===== config.mk =====
export PLATFORM = sky130hd
export DESIGN_NAME = rdport_ctrl
export DESIGN_NICKNAME = d
export VERILOG_FILES = /design/src/rtl/rdport_pkg.sv /design/src/rtl/rdport_strobe.sv /design/src/rtl/rdport_handshake.sv /design/src/rtl/rdport_result.sv /design/src/rtl/rdport_ctrl.sv
export SDC_FILE = /design/constraint.sdc
export NUM_CORES = 1
export LEC_CHECK = 0
export BUFFER_PORTS_ARGS = -buffer_cell sky130_fd_sc_hd__buf_2
export CAP_MARGIN = 10
export CORE_MARGIN = 5
export CORE_UTILIZATION = 52
export CTS_BUF_LIST = sky130_fd_sc_hd__clkbuf_4
export DETAILED_ROUTE_END_ITERATION = 8
export PLACE_DENSITY = 0.87
export SYNTH_ARGS = -nofsm -noshare
export SYNTH_HDL_FRONTEND = slang
export SYNTH_SLANG_ARGS = --single-unit

===== constraint.sdc =====
create_clock -name clk -period 1.7 [get_ports clk]
set_input_delay 0.085 -clock clk [delete_from_list [all_inputs] [get_ports clk]]
set_output_delay 0.085 -clock clk [all_outputs]
set_load 0.01 [all_outputs]

===== src/rtl/rdport_pkg.sv =====
package rdport_pkg;

    // Handshake tracking with the conversion sequencer
    typedef enum logic [1:0] {
        CV_IDLE   = 2'd0,
        CV_LAUNCH = 2'd1,
        CV_RUN    = 2'd2
    } cv_state_t;

endpackage


===== src/rtl/rdport_strobe.sv =====
// Input registration and edge detection for host strobes and sequencer busy.
module rdport_strobe (
    input  logic clk,
    input  logic rst_n,
    input  logic cs_n,
    input  logic rd_n,
    input  logic hben,
    input  logic busy_n,
    output logic access,
    output logic access_rise,
    output logic hb_sel,
    output logic busy_low,
    output logic busy_rise
);

    logic cs_q;
    logic rd_q;
    logic acc_d;
    logic busy_q;
    logic busy_d;

    always_ff @(posedge clk) begin
        if (!rst_n) begin
            cs_q   <= 1'b1;
            rd_q   <= 1'b1;
            hb_sel <= 1'b0;
            acc_d  <= 1'b0;
            busy_q <= 1'b1;
            busy_d <= 1'b1;
        end else begin
            cs_q   <= cs_n;
            rd_q   <= rd_n;
            hb_sel <= hben;
            acc_d  <= access;
            busy_q <= busy_n;
            busy_d <= busy_q;
        end
    end

    assign access      = !cs_q && !rd_q;
    assign access_rise = access && !acc_d;
    assign busy_low    = !busy_q;
    assign busy_rise   = busy_q && !busy_d;

endmodule


===== src/rtl/rdport_handshake.sv =====
// Conversion launch / completion state machine.
module rdport_handshake
    import rdport_pkg::*;
(
    input  logic clk,
    input  logic rst_n,
    input  logic access_rise,
    input  logic hb_sel,
    input  logic busy_low,
    input  logic busy_rise,
    output logic capture,
    output logic start_o,
    output logic ready_o
);

    cv_state_t state;
    cv_state_t state_nx;
    logic      launch;

    // A start needs an access edge, low byte select, and an idle converter
    assign launch  = access_rise && !hb_sel && (state == CV_IDLE);
    assign capture = (state == CV_RUN) && busy_rise;

    always_comb begin
        state_nx = state;
        unique case (state)
            CV_IDLE:   if (launch)    state_nx = CV_LAUNCH;
            CV_LAUNCH: if (busy_low)  state_nx = CV_RUN;
            CV_RUN:    if (busy_rise) state_nx = CV_IDLE;
            default:                  state_nx = CV_IDLE;
        endcase
    end

    always_ff @(posedge clk) begin
        if (!rst_n) state <= CV_IDLE;
        else        state <= state_nx;
    end

    always_ff @(posedge clk) begin
        if (!rst_n) begin
            start_o <= 1'b0;
            ready_o <= 1'b1;
        end else begin
            start_o <= launch;
            ready_o <= (state_nx == CV_IDLE);
        end
    end

endmodule


===== src/rtl/rdport_result.sv =====
// Result holding register and pin pattern shaping.
module rdport_result #(
    parameter int DATA_W = 12,
    parameter int BYTE_W = 8
) (
    input  logic              clk,
    input  logic              rst_n,
    input  logic              capture,
    input  logic [DATA_W-1:0] sar_i,
    input  logic              access,
    input  logic              hb_sel,
    output logic              pin_oe_o,
    output logic [DATA_W-1:0] pin_data_o
);

    localparam int HI_W  = DATA_W - BYTE_W;
    localparam int PAD_W = BYTE_W - HI_W;

    logic [DATA_W-1:0] held;
    logic [DATA_W-1:0] held_nx;
    logic [DATA_W-1:0] folded;
    logic [DATA_W-1:0] shaped;
    logic [HI_W-1:0]   top_bits;

    assign held_nx  = capture ? sar_i : held;
    assign top_bits = held_nx[DATA_W-1 -: HI_W];

    generate
        if (PAD_W > 0) begin : g_pad
            assign folded = {top_bits, {PAD_W{1'b0}}, top_bits};
        end else begin : g_nopad
            assign folded = {top_bits, top_bits};
        end
    endgenerate

    assign shaped = hb_sel ? folded : held_nx;

    always_ff @(posedge clk) begin
        if (!rst_n) begin
            held       <= '0;
            pin_oe_o   <= 1'b0;
            pin_data_o <= '0;
        end else begin
            held       <= held_nx;
            pin_oe_o   <= access;
            pin_data_o <= access ? shaped : '0;
        end
    end

endmodule


===== src/rtl/rdport_ctrl.sv =====
// Host read port: strobe decode, conversion launch, byte folding.
module rdport_ctrl #(
    parameter int DATA_W = 12,
    parameter int BYTE_W = 8
) (
    input  logic              clk,
    input  logic              rst_n,
    input  logic              cs_n,
    input  logic              rd_n,
    input  logic              hben,
    input  logic              busy_n,
    input  logic [DATA_W-1:0] sar_i,
    output logic              start_o,
    output logic              ready_o,
    output logic              pin_oe_o,
    output logic [DATA_W-1:0] pin_data_o
);

    logic access;
    logic access_rise;
    logic hb_sel;
    logic busy_low;
    logic busy_rise;
    logic capture;

    rdport_strobe u_strobe (
        .clk         (clk),
        .rst_n       (rst_n),
        .cs_n        (cs_n),
        .rd_n        (rd_n),
        .hben        (hben),
        .busy_n      (busy_n),
        .access      (access),
        .access_rise (access_rise),
        .hb_sel      (hb_sel),
        .busy_low    (busy_low),
        .busy_rise   (busy_rise)
    );

    rdport_handshake u_hs (
        .clk         (clk),
        .rst_n       (rst_n),
        .access_rise (access_rise),
        .hb_sel      (hb_sel),
        .busy_low    (busy_low),
        .busy_rise   (busy_rise),
        .capture     (capture),
        .start_o     (start_o),
        .ready_o     (ready_o)
    );

    rdport_result #(
        .DATA_W (DATA_W),
        .BYTE_W (BYTE_W)
    ) u_res (
        .clk        (clk),
        .rst_n      (rst_n),
        .capture    (capture),
        .sar_i      (sar_i),
        .access     (access),
        .hb_sel     (hb_sel),
        .pin_oe_o   (pin_oe_o),
        .pin_data_o (pin_data_o)
    );

endmodule


==> results of run 1 <==
what timing repair did:
action	4_1_cts	5_1_grt
gates resized for setup	0	0
hold buffers	5	0
endpoints found under the hold margin	5	0
per-layer routing:
metal,track usage (%),vias up,part of all wire [%]
li1,-,429,-
met1,15.3,401,37
met2,27.3,34,51
met5,0,-,0
met4,6.95,0,2.2
met3,8.69,7,10
worst min path at each step:
stage,startpoint,to,slack (ps),cells past startpoint
4_1_cts,sar_i[1],u_res.held[1]$_SDFF_PN0_,10,3
2_1_floorplan,busy_n,u_strobe.busy_q$_SDFF_PN1_,190,1
5_1_grt,sar_i[6],u_res.pin_data_o[6]$_SDFF_PP0_,20,3
3_3_place_gp,cs_n,u_strobe.cs_q$_SDFF_PN1_,270,2
3_5_place_dp,cs_n,u_strobe.cs_q$_SDFF_PN1_,270,2
6_report,sar_i[1],u_res.held[1]$_SDFF_PN0_,30,3
cells in the final DEF, fill, tap and decap left out, types with 2 or more instances in the layout:
master / count
dfxtp_1: 34
buf_2: 32
nor2b_1: 17
mux2i_1: 12
nor2_1: 10
buf_4: 6
clkbuf_4: 5
dlygate4sd3_1: 5
nand2b_1: 4
mux4_1: 4
clkinv_1: 3
nand2_1: 2
nor3b_1: 2
logic make-up (layout without fill, tap and decap cells):
logic type      Yosys count  after routing  share of synthesized area [%]
buf+inv                   6             52                           2.21
simple gates             41             41                           20.0
mux                      16             16                           18.9
flops                    34             34                           57.2
compound gates            3              3                           1.68
final cells by class:
type	count	area [um2]	share of cell area, %
clock inverter	3	11.3	0.748
multi-input combinational	60	483	32.1
sequential	34	681	45.2
inverter	1	3.75	0.249
clock buffer	5	37.5	2.49
timing repair buffer	43	255	16.9
tap	28	35.0	2.33
power breakdown:
group          internal [mW]  switching (mW)  leakage (nW)  total (mW)
combinational         0.0378          0.0226         0.334      0.0604
clock                  0.147           0.243        0.0277       0.390
sequential             0.804         0.00648         0.275       0.811
per-stage QoR:
stage / worst slack, ps / cells / utilization (%)
floorplan: 181 / 100 / -
global placement: 209 / 161 / 64.2
detailed placement: 145 / 161 / 64.2
CTS: 133 / 174 / 68.8
global route: 54.3 / 174 / 68.8
finish: 137 / 174 / 68.8
sequential cells by signal, summed over array words and instances, names as in the netlist:
signal	flops
u_strobe.cs_q	1
u_res.pin_oe_o	1
u_strobe.hb_sel	1
u_hs.ready_o	1
u_res.pin_data_o	12
u_strobe.busy_d	1
u_strobe.busy_q	1
u_hs.state	2
u_hs.start_o	1
u_res.held	12
u_strobe.rd_q	1
critical path: cells and delay by family (launching register included):
family        cells  cell delay (ps)
flops             1              420
simple gates      2              460
mux               1              560
==> flow_metrics.env, run 1 <==
export IMPL_status="finished clean"
export IMPL_drive_gt1_share_pct=29.5
export IMPL_avgRoutedWirePerCell_um=13.4
export IMPL_netlist_top_cells_area="dfxtp_1, mux2i_1, nor2b_1, mux4_1, nor2_1"
export IMPL_synthArstFlopShare_pct=0
export IMPL_worst_setup_path_start_kind="register"
export IMPL_crit_chain="and4bb_1, mux4_1, nor2b_1"
export IMPL_place_area_um2=1410
export IMPL_power_density_nw_per_um2=837
export IMPL_synth_edf_count=0
export IMPL_drv_slew=0
export IMPL_crit_end="u_res.pin_data_o[0]$_SDFF_PN0_"
export IMPL_rsz0062_at_grt="no"
export IMPL_drt_initial_drc_count=17
export IMPL_ys_seq_elements=34
export IMPL_rows=17
export IMPL_clock_fmax_ghz=0.640
export IMPL_clkTransAtPathRegs_ps=90
export IMPL_hp_class="input pin to register"
export IMPL_path_max_fanout=6
export IMPL_dieArea_um2=3340
export IMPL_crit_path_end_kind="register"
export IMPL_relSlewSlack_pct=75.3
export IMPL_synth_area_leader_cell="dfxtp_1"
export IMPL_postCtsSetupBuffers=0
export IMPL_clkSinkCount=34
export IMPL_synth_cell_types=20
export IMPL_finalCritPeriodShare_pct=92.0
export IMPL_initial_core_util_pct=54.3
export IMPL_critPathKind="register to register"
export IMPL_worst_slew_pin_slew_ps=368
export IMPL_power_mw=1.26
export IMPL_pin_count=33
export IMPL_drc=0
export IMPL_finish_instance_area_um2=1510
export IMPL_h_tree_depth=2
export IMPL_required_ps=1910
export IMPL_setup_viol_count_final=0
export IMPL_grt_start_max_net_pins=23
export IMPL_r2r_cells=3
export IMPL_synthCells=100
export IMPL_track_usage_pct=15.7
export IMPL_ant_nets=0
export IMPL_synth_ff_type="dfxtp_1"
export IMPL_antenna_found_initial=0
export IMPL_ir_worst_vdd_v=0.000675
export IMPL_drt_wl_total_mm=2.34
export IMPL_die_x_um=57.8
export IMPL_fin_tns_setup_ps=0
export IMPL_gp_congestion=0.724
export IMPL_synth_common_cells="dfxtp_1, nor2b_1, mux2i_1, nor2_1"
export IMPL_die_h_um=57.8
export IMPL_dp_final_hpwl_mm=1.71
export IMPL_cap_violations=0
export IMPL_clkLatencyLatePin_ps=330
export IMPL_syn_avg_cell_area_um2=11.9
export IMPL_first_pass_iters=4
export IMPL_tritoncts="yes"
export IMPL_crit_path_start="u_hs.state[1]$_SDFF_PN0_"
export IMPL_max_stage_delay_ps=560
export IMPL_diodes=0
export IMPL_ctsLongestPathBuffers=2
export IMPL_r2r_slack_ps=140
export IMPL_numCtsBuffers=5
export IMPL_io_buffers=32
export IMPL_clock_root_buffer="clkbuf_4"
export IMPL_critPathArrivalTime_ps=1780
export IMPL_r2r_start="u_hs.state[1]$_SDFF_PN0_"
export IMPL_hold_violations=0
export IMPL_final_nets=163
export IMPL_slowest_stage="mux4_1"
export IMPL_worst_r2r_endpoint="u_res.pin_data_o[0]$_SDFF_PN0_"
export IMPL_yosysMostFrequentCell="dfxtp_1"
export IMPL_vias_per_cell=5.01
export IMPL_p_leak_nw=0.637
export IMPL_post_synth_top_area_fraction_pct=57.2
export IMPL_area_growth_pct=26.6
export IMPL_grt_overflow_total=0
export IMPL_grt_pass1_vias=914
export IMPL_layout_min_cycle_time_ps=1560
export IMPL_syn_area_um2=1190
export IMPL_seq_area_frac_synth_pct=57.2
export IMPL_ys_warn_count=0
export IMPL_syn_nets=118
export IMPL_core_um2=2190
export IMPL_num_vias=871
export IMPL_fillers=172
export IMPL_holdWs_ps=26.0
export IMPL_grt_pass1_wl_mm=3.81
export IMPL_skew_ps=4.76
No activity file was read; power rests on OpenSTA's default activity.
==> run 2, diff against run 1 <==
clock period = 1.75 ns   (was 1.7 ns; I/O delays follow)
==> flow_metrics.env, run 2 (synthesis gave the netlist of run 1 again) <==
export IMPL_status="finished clean"
export IMPL_intPower_uw=998
export IMPL_dieArea_um2=3340
export IMPL_tritoncts="yes"
export IMPL_gp_congestion=0.709
export IMPL_r2r_start="u_strobe.hb_sel$_SDFF_PN0_"
export IMPL_cts_resized=0
export IMPL_grt_overflow_total=0
export IMPL_clkTransAtPathRegs_ps=90
export IMPL_diodes=0
export IMPL_worst_r2r_endpoint="u_hs.ready_o$_SDFF_PN1_"
export IMPL_hold_path_end="u_res.pin_data_o[7]$_SDFF_PP0_"
export IMPL_initial_core_util_pct=54.3
export IMPL_io_buffers=32
export IMPL_ant_nets=0
export IMPL_power_density_nw_per_um2=851
export IMPL_finalCritPeriodShare_pct=93.7
export IMPL_setup_viol_count_final=0
export IMPL_clockPowerShare_pct=33.0
export IMPL_dp_final_hpwl_mm=1.70
export IMPL_numCtsBuffers=5
export IMPL_ir_worst_vdd_v=0.000600
export IMPL_first_pass_iters=4
export IMPL_fin_tns_setup_ps=0
export IMPL_h_tree_depth=2
export IMPL_p_comb_share_pct=4.3
export IMPL_rsz0062_at_grt="no"
export IMPL_reg_top3="u_res.held (12), u_res.pin_data_o (12), u_hs.state (2)"
export IMPL_grt_pass1_wl_mm=3.82
export IMPL_r2r_slack_ps=110
export IMPL_hp_class="input pin to register"
export IMPL_antenna_found_initial=0
export IMPL_die_h_um=57.8
export IMPL_worst_slew_pin_slew_ps=396
export IMPL_clock_root_buffer="clkbuf_4"
export IMPL_holdPathStages=3
export IMPL_drive_gt1_share_pct=29.8
export IMPL_layout_min_cycle_time_ps=1640
export IMPL_pwr_share_seq_pct=62.7
export IMPL_drt_initial_drc_count=12
export IMPL_hold_violations=0
export IMPL_vias_per_cell=4.95
export IMPL_grt_start_max_net_pins=23
export IMPL_post_route_util_pct=67.4
export IMPL_critPathArrivalTime_ps=1830
export IMPL_pin_count=33
export IMPL_clkLatencyLatePin_ps=330
export IMPL_final_nets=159
export IMPL_r2r_cells=3
export IMPL_skew_ps=7.17
export IMPL_clock_fmax_ghz=0.610
export IMPL_hp_start="sar_i[7]"
export IMPL_avgRoutedWirePerCell_um=13.2
export IMPL_crit_path_end_kind="register"
export IMPL_critPathKind="register to register"
export IMPL_layout_common_cells="dfxtp_1, buf_2, nor2b_1, mux2i_1, nor2_1"
export IMPL_clkSinkCount=34
export IMPL_mostFrequentLayoutCell="dfxtp_1"
export IMPL_grt_pass1_vias=875
export IMPL_rows=17
export IMPL_holdWs_ps=23.1
export IMPL_track_usage_pct=15.3
export IMPL_p_leak_nw=0.623
export IMPL_ctsLongestPathBuffers=2
export IMPL_num_vias=836
export IMPL_core_um2=2190
export IMPL_cap_violations=0
export IMPL_drc=0
export IMPL_switching_power_uw=260
export IMPL_drt_wl_total_mm=2.24
export IMPL_area_growth_pct=24.2
export IMPL_postCtsSetupBuffers=0
export IMPL_worst_setup_path_start_kind="register"
export IMPL_ctsHoldBuffers=4
export IMPL_drv_slew=0
export IMPL_path_max_fanout=6
export IMPL_relSlewSlack_pct=73.4
export IMPL_p_sw_share_pct=20.6
export IMPL_required_ps=1940
export IMPL_die_x_um=57.8
==> run 2: changes by cell type in the layout (fill, tap and decap cells not counted) <==
cell and delta:
buf_4 -3, clkbuf_4 +2, clkinv_1 -3, dlygate4sd3_1 -1
==> run 2: worst max-delay path by stage <==
stage                                    start                              to  slack, ps  depth (start not counted)
floorplan             u_hs.state[0]$_SDFF_PN0_  u_res.pin_data_o[0]$_SDFF_PN0_        230                          4
global placement    u_strobe.hb_sel$_SDFF_PN0_        u_hs.state[0]$_SDFF_PN0_        240                          3
detailed placement  u_strobe.hb_sel$_SDFF_PN0_         u_hs.ready_o$_SDFF_PN1_        140                          3
CTS                 u_strobe.hb_sel$_SDFF_PN0_         u_hs.ready_o$_SDFF_PN1_        130                          3
global route        u_strobe.hb_sel$_SDFF_PN0_         u_hs.ready_o$_SDFF_PN1_         60                          3
finish              u_strobe.hb_sel$_SDFF_PN0_         u_hs.ready_o$_SDFF_PN1_        110                          3
==> run 2: per-layer routing <==
| layer | global-route usage (%) | share of wire (%) |
|---|---|---|
| met5 | 0 | 0 |
| met4 | 7.95 | 2.6 |
| met3 | 5.12 | 7.5 |
| met2 | 25.3 | 47 |
| met1 | 17.5 | 43 |
==> run 2: stage by stage <==
stage / setup WS, ps / instance area (um2) / std cells / power [mW]
floorplan: 231 / 1190 / 100 / 0.826
global placement: 243 / 1390 / 158 / 0.852
detailed placement: 140 / 1390 / 158 / 0.855
CTS: 131 / 1480 / 169 / 1.27
global route: 56.0 / 1480 / 169 / 1.32
finish: 111 / 1480 / 169 / 1.26
==> run 2: worst max-delay path, cell delays in order, from the launching register on <==
cell and delay, ps:
dfxtp_1 380, or4b_1 680, nor4_1 350, a211oi_1 100
==> run 2: power groups by stage <==
stage | clock (mW) | combinational (mW) | sequential [mW]
after floorplan | 0 | 0.0205 | 0.805
after global placement | 0 | 0.0470 | 0.805
after detailed placement | 0 | 0.0480 | 0.806
after CTS | 0.424 | 0.0548 | 0.788
after global routing | 0.466 | 0.0610 | 0.791
final | 0.415 | 0.0545 | 0.788
==> run 2: area by class of cell <==
class	count	area, um2
repair buffers	39	223
well taps	28	35.0
multi-input cells	60	483
clock buffers	7	52.6
inverters	1	3.75
fillers	177	713
flip-flops and latches	34	681
==> run 3, diff against run 2 <==
CORE_UTILIZATION = 47   (was 52)
PLACE_DENSITY = 0.84   (was 0.87)
RECOVER_POWER = 50   (was default)
clock period = 1.5 ns   (was 1.75 ns; I/O delays follow)
==> flow_metrics.env, run 3 (synthesis gave the netlist of run 1 again) <==
export IMPL_status="finished clean"
export IMPL_dr_wl_met3_um=190
export IMPL_grt_start_max_net_pins=23
export IMPL_power_density_nw_per_um2=942
export IMPL_die_x_um=60.3
export IMPL_pin_count=33
export IMPL_diodes=0
export IMPL_tritoncts="yes"
export IMPL_fin_ws_ps=48.8
export IMPL_finalCritPeriodShare_pct=96.7
export IMPL_gp_congestion=0.668
export IMPL_dp_slack_ps=-22.4
export IMPL_r2r_slack_ps=50
export IMPL_area_growth_pct=26.1
export IMPL_hold_violations=0
export IMPL_crit_path_end_kind="register"
export IMPL_drc=0
export IMPL_critPathKind="register to register"
export IMPL_relSlewSlack_pct=77.9
export IMPL_layout_min_cycle_time_ps=1450
export IMPL_vias_per_cell=4.89
export IMPL_r2r_cells=3
export IMPL_rows=18
export IMPL_clock_root_buffer="clkbuf_4"
export IMPL_hp_start="sar_i[6]"
export IMPL_layout_common_cells="dfxtp_1, nor2b_1, buf_2, clkbuf_1, mux2i_1"
export IMPL_worst_r2r_endpoint="u_res.pin_data_o[1]$_SDFF_PN0_"
export IMPL_switching_power_uw=298
export IMPL_rsz0062_at_grt="yes"
export IMPL_drt_wl_total_mm=2.40
export IMPL_top_layer_used="met4"
export IMPL_pwr_share_seq_pct=64.8
export IMPL_grt_overflow_total=0
export IMPL_p_leak_nw=0.569
export IMPL_fin_cells=177
export IMPL_wl_met1_um=959
export IMPL_clkTransAtPathRegs_ps=90
export IMPL_cap_violations=0
export IMPL_r2r_start="u_strobe.busy_d$_SDFF_PN1_"
export IMPL_hp_class="input pin to register"
export IMPL_initial_core_util_pct=48.5
export IMPL_power_mw=1.41
export IMPL_ir_worst_vdd_v=0.000657
export IMPL_core_um2=2450
export IMPL_first_pass_iters=4
export IMPL_die_h_um=60.3
export IMPL_clkLatencyLatePin_ps=310
export IMPL_grt_pass1_vias=923
export IMPL_antenna_found_initial=0
export IMPL_required_ps=1700
export IMPL_p_sw_share_pct=21.1
export IMPL_final_nets=166
export IMPL_clkSinkCount=34
export IMPL_drt_initial_drc_count=26
export IMPL_worst_slew_pin_slew_ps=331
export IMPL_clock_fmax_ghz=0.689
export IMPL_dp_final_hpwl_mm=1.77
export IMPL_clockPowerShare_pct=29.9
export IMPL_num_vias=866
export IMPL_drive_gt1_share_pct=23.8
export IMPL_worst_setup_path_start_kind="register"
export IMPL_fin_tns_setup_ps=0
export IMPL_dr_wl_met2_mm=1.23
export IMPL_h_tree_depth=2
export IMPL_placedCellCount=166
export IMPL_io_buffers=32
export IMPL_track_usage_pct=15.6
export IMPL_mostFrequentLayoutCell="dfxtp_1"
export IMPL_setup_viol_count_final=0
export IMPL_grt_pass1_wl_mm=4.07
export IMPL_intPower_mw=1.12
export IMPL_drv_slew=0
export IMPL_numCtsBuffers=5
export IMPL_ant_nets=0
export IMPL_hold_path_end="u_res.pin_data_o[6]$_SDFF_PP0_"
export IMPL_ctsLongestPathBuffers=2
export IMPL_skew_ps=7.10
export IMPL_critPathArrivalTime_ps=1650
export IMPL_holdPathStages=3
export IMPL_post_route_util_pct=61.1
export IMPL_p_comb_share_pct=5.3
export IMPL_reg_top3="u_res.held (12), u_res.pin_data_o (12), u_hs.state (2)"
export IMPL_path_max_fanout=4
export IMPL_dieArea_um2=3640
export IMPL_avgRoutedWirePerCell_um=13.6
==> run 3: worst max path at each step <==
| stage | start | to | slack, ps |
|---|---|---|---|
| finish | u_strobe.busy_d$_SDFF_PN1_ | u_res.pin_data_o[1]$_SDFF_PN0_ | 50 |
| global route | u_strobe.busy_d$_SDFF_PN1_ | u_res.pin_data_o[1]$_SDFF_PN0_ | -0.1 |
| CTS | u_hs.state[0]$_SDFF_PN0_ | u_res.pin_data_o[1]$_SDFF_PN0_ | 7 |
| detailed placement | u_strobe.busy_d$_SDFF_PN1_ | u_res.pin_data_o[1]$_SDFF_PN0_ | -20 |
| global placement | u_strobe.busy_d$_SDFF_PN1_ | u_res.pin_data_o[0]$_SDFF_PN0_ | 30 |
| floorplan | u_hs.state[0]$_SDFF_PN0_ | u_res.pin_data_o[0]$_SDFF_PN0_ | 10 |
==> run 3: routing by layer <==
metal	up-vias	GRT usage, %
li1	434	-
met1	398	17.1
met2	29	26.9
met3	5	5.18
met4	0	7.28
met5	-	0
==> run 3: metrics by stage <==
stage / cell area (um2) / hold slack (ps)
after CTS: 1520 / 6.48
after floorplan: 1190 / 176
after global placement: 1430 / 258
after global routing: 1500 / 24.3
final: 1500 / 22.8
after detailed placement: 1430 / 269
==> run 3: cell type report <==
type	instances	area, um2
clock buffers	5	37.5
clock inverters	1	3.75
fillers	218	955
inverters	1	3.75
multi-input cells	60	479
flip-flops and latches	34	682
well taps	30	37.5
repair buffers	46	256
==> run 3: what timing repair did <==
action                     4_1_cts  5_1_grt
gates resized for setup          1        5
pin swaps                        1        1
buffers inserted                 1        0
setup endpoints to repair        2        3
hold endpoints to repair         4        0
hold buffers                     4        0
==> run 3: worst max-delay path: stages (launching register included) <==
cell and delay, ps:
dfxtp_2 330, and4bb_4 370, mux4_2 500, nor2b_1 140
==> run 3: power by group through the flow <==
stage | clock (mW) | combinational (mW) | sequential, mW
floorplan | 0 | 0.0239 | 0.939
global placement | 0 | 0.0643 | 0.936
detailed placement | 0 | 0.0683 | 0.937
CTS | 0.442 | 0.0763 | 0.916
global route | 0.482 | 0.0827 | 0.918
finish | 0.422 | 0.0751 | 0.916
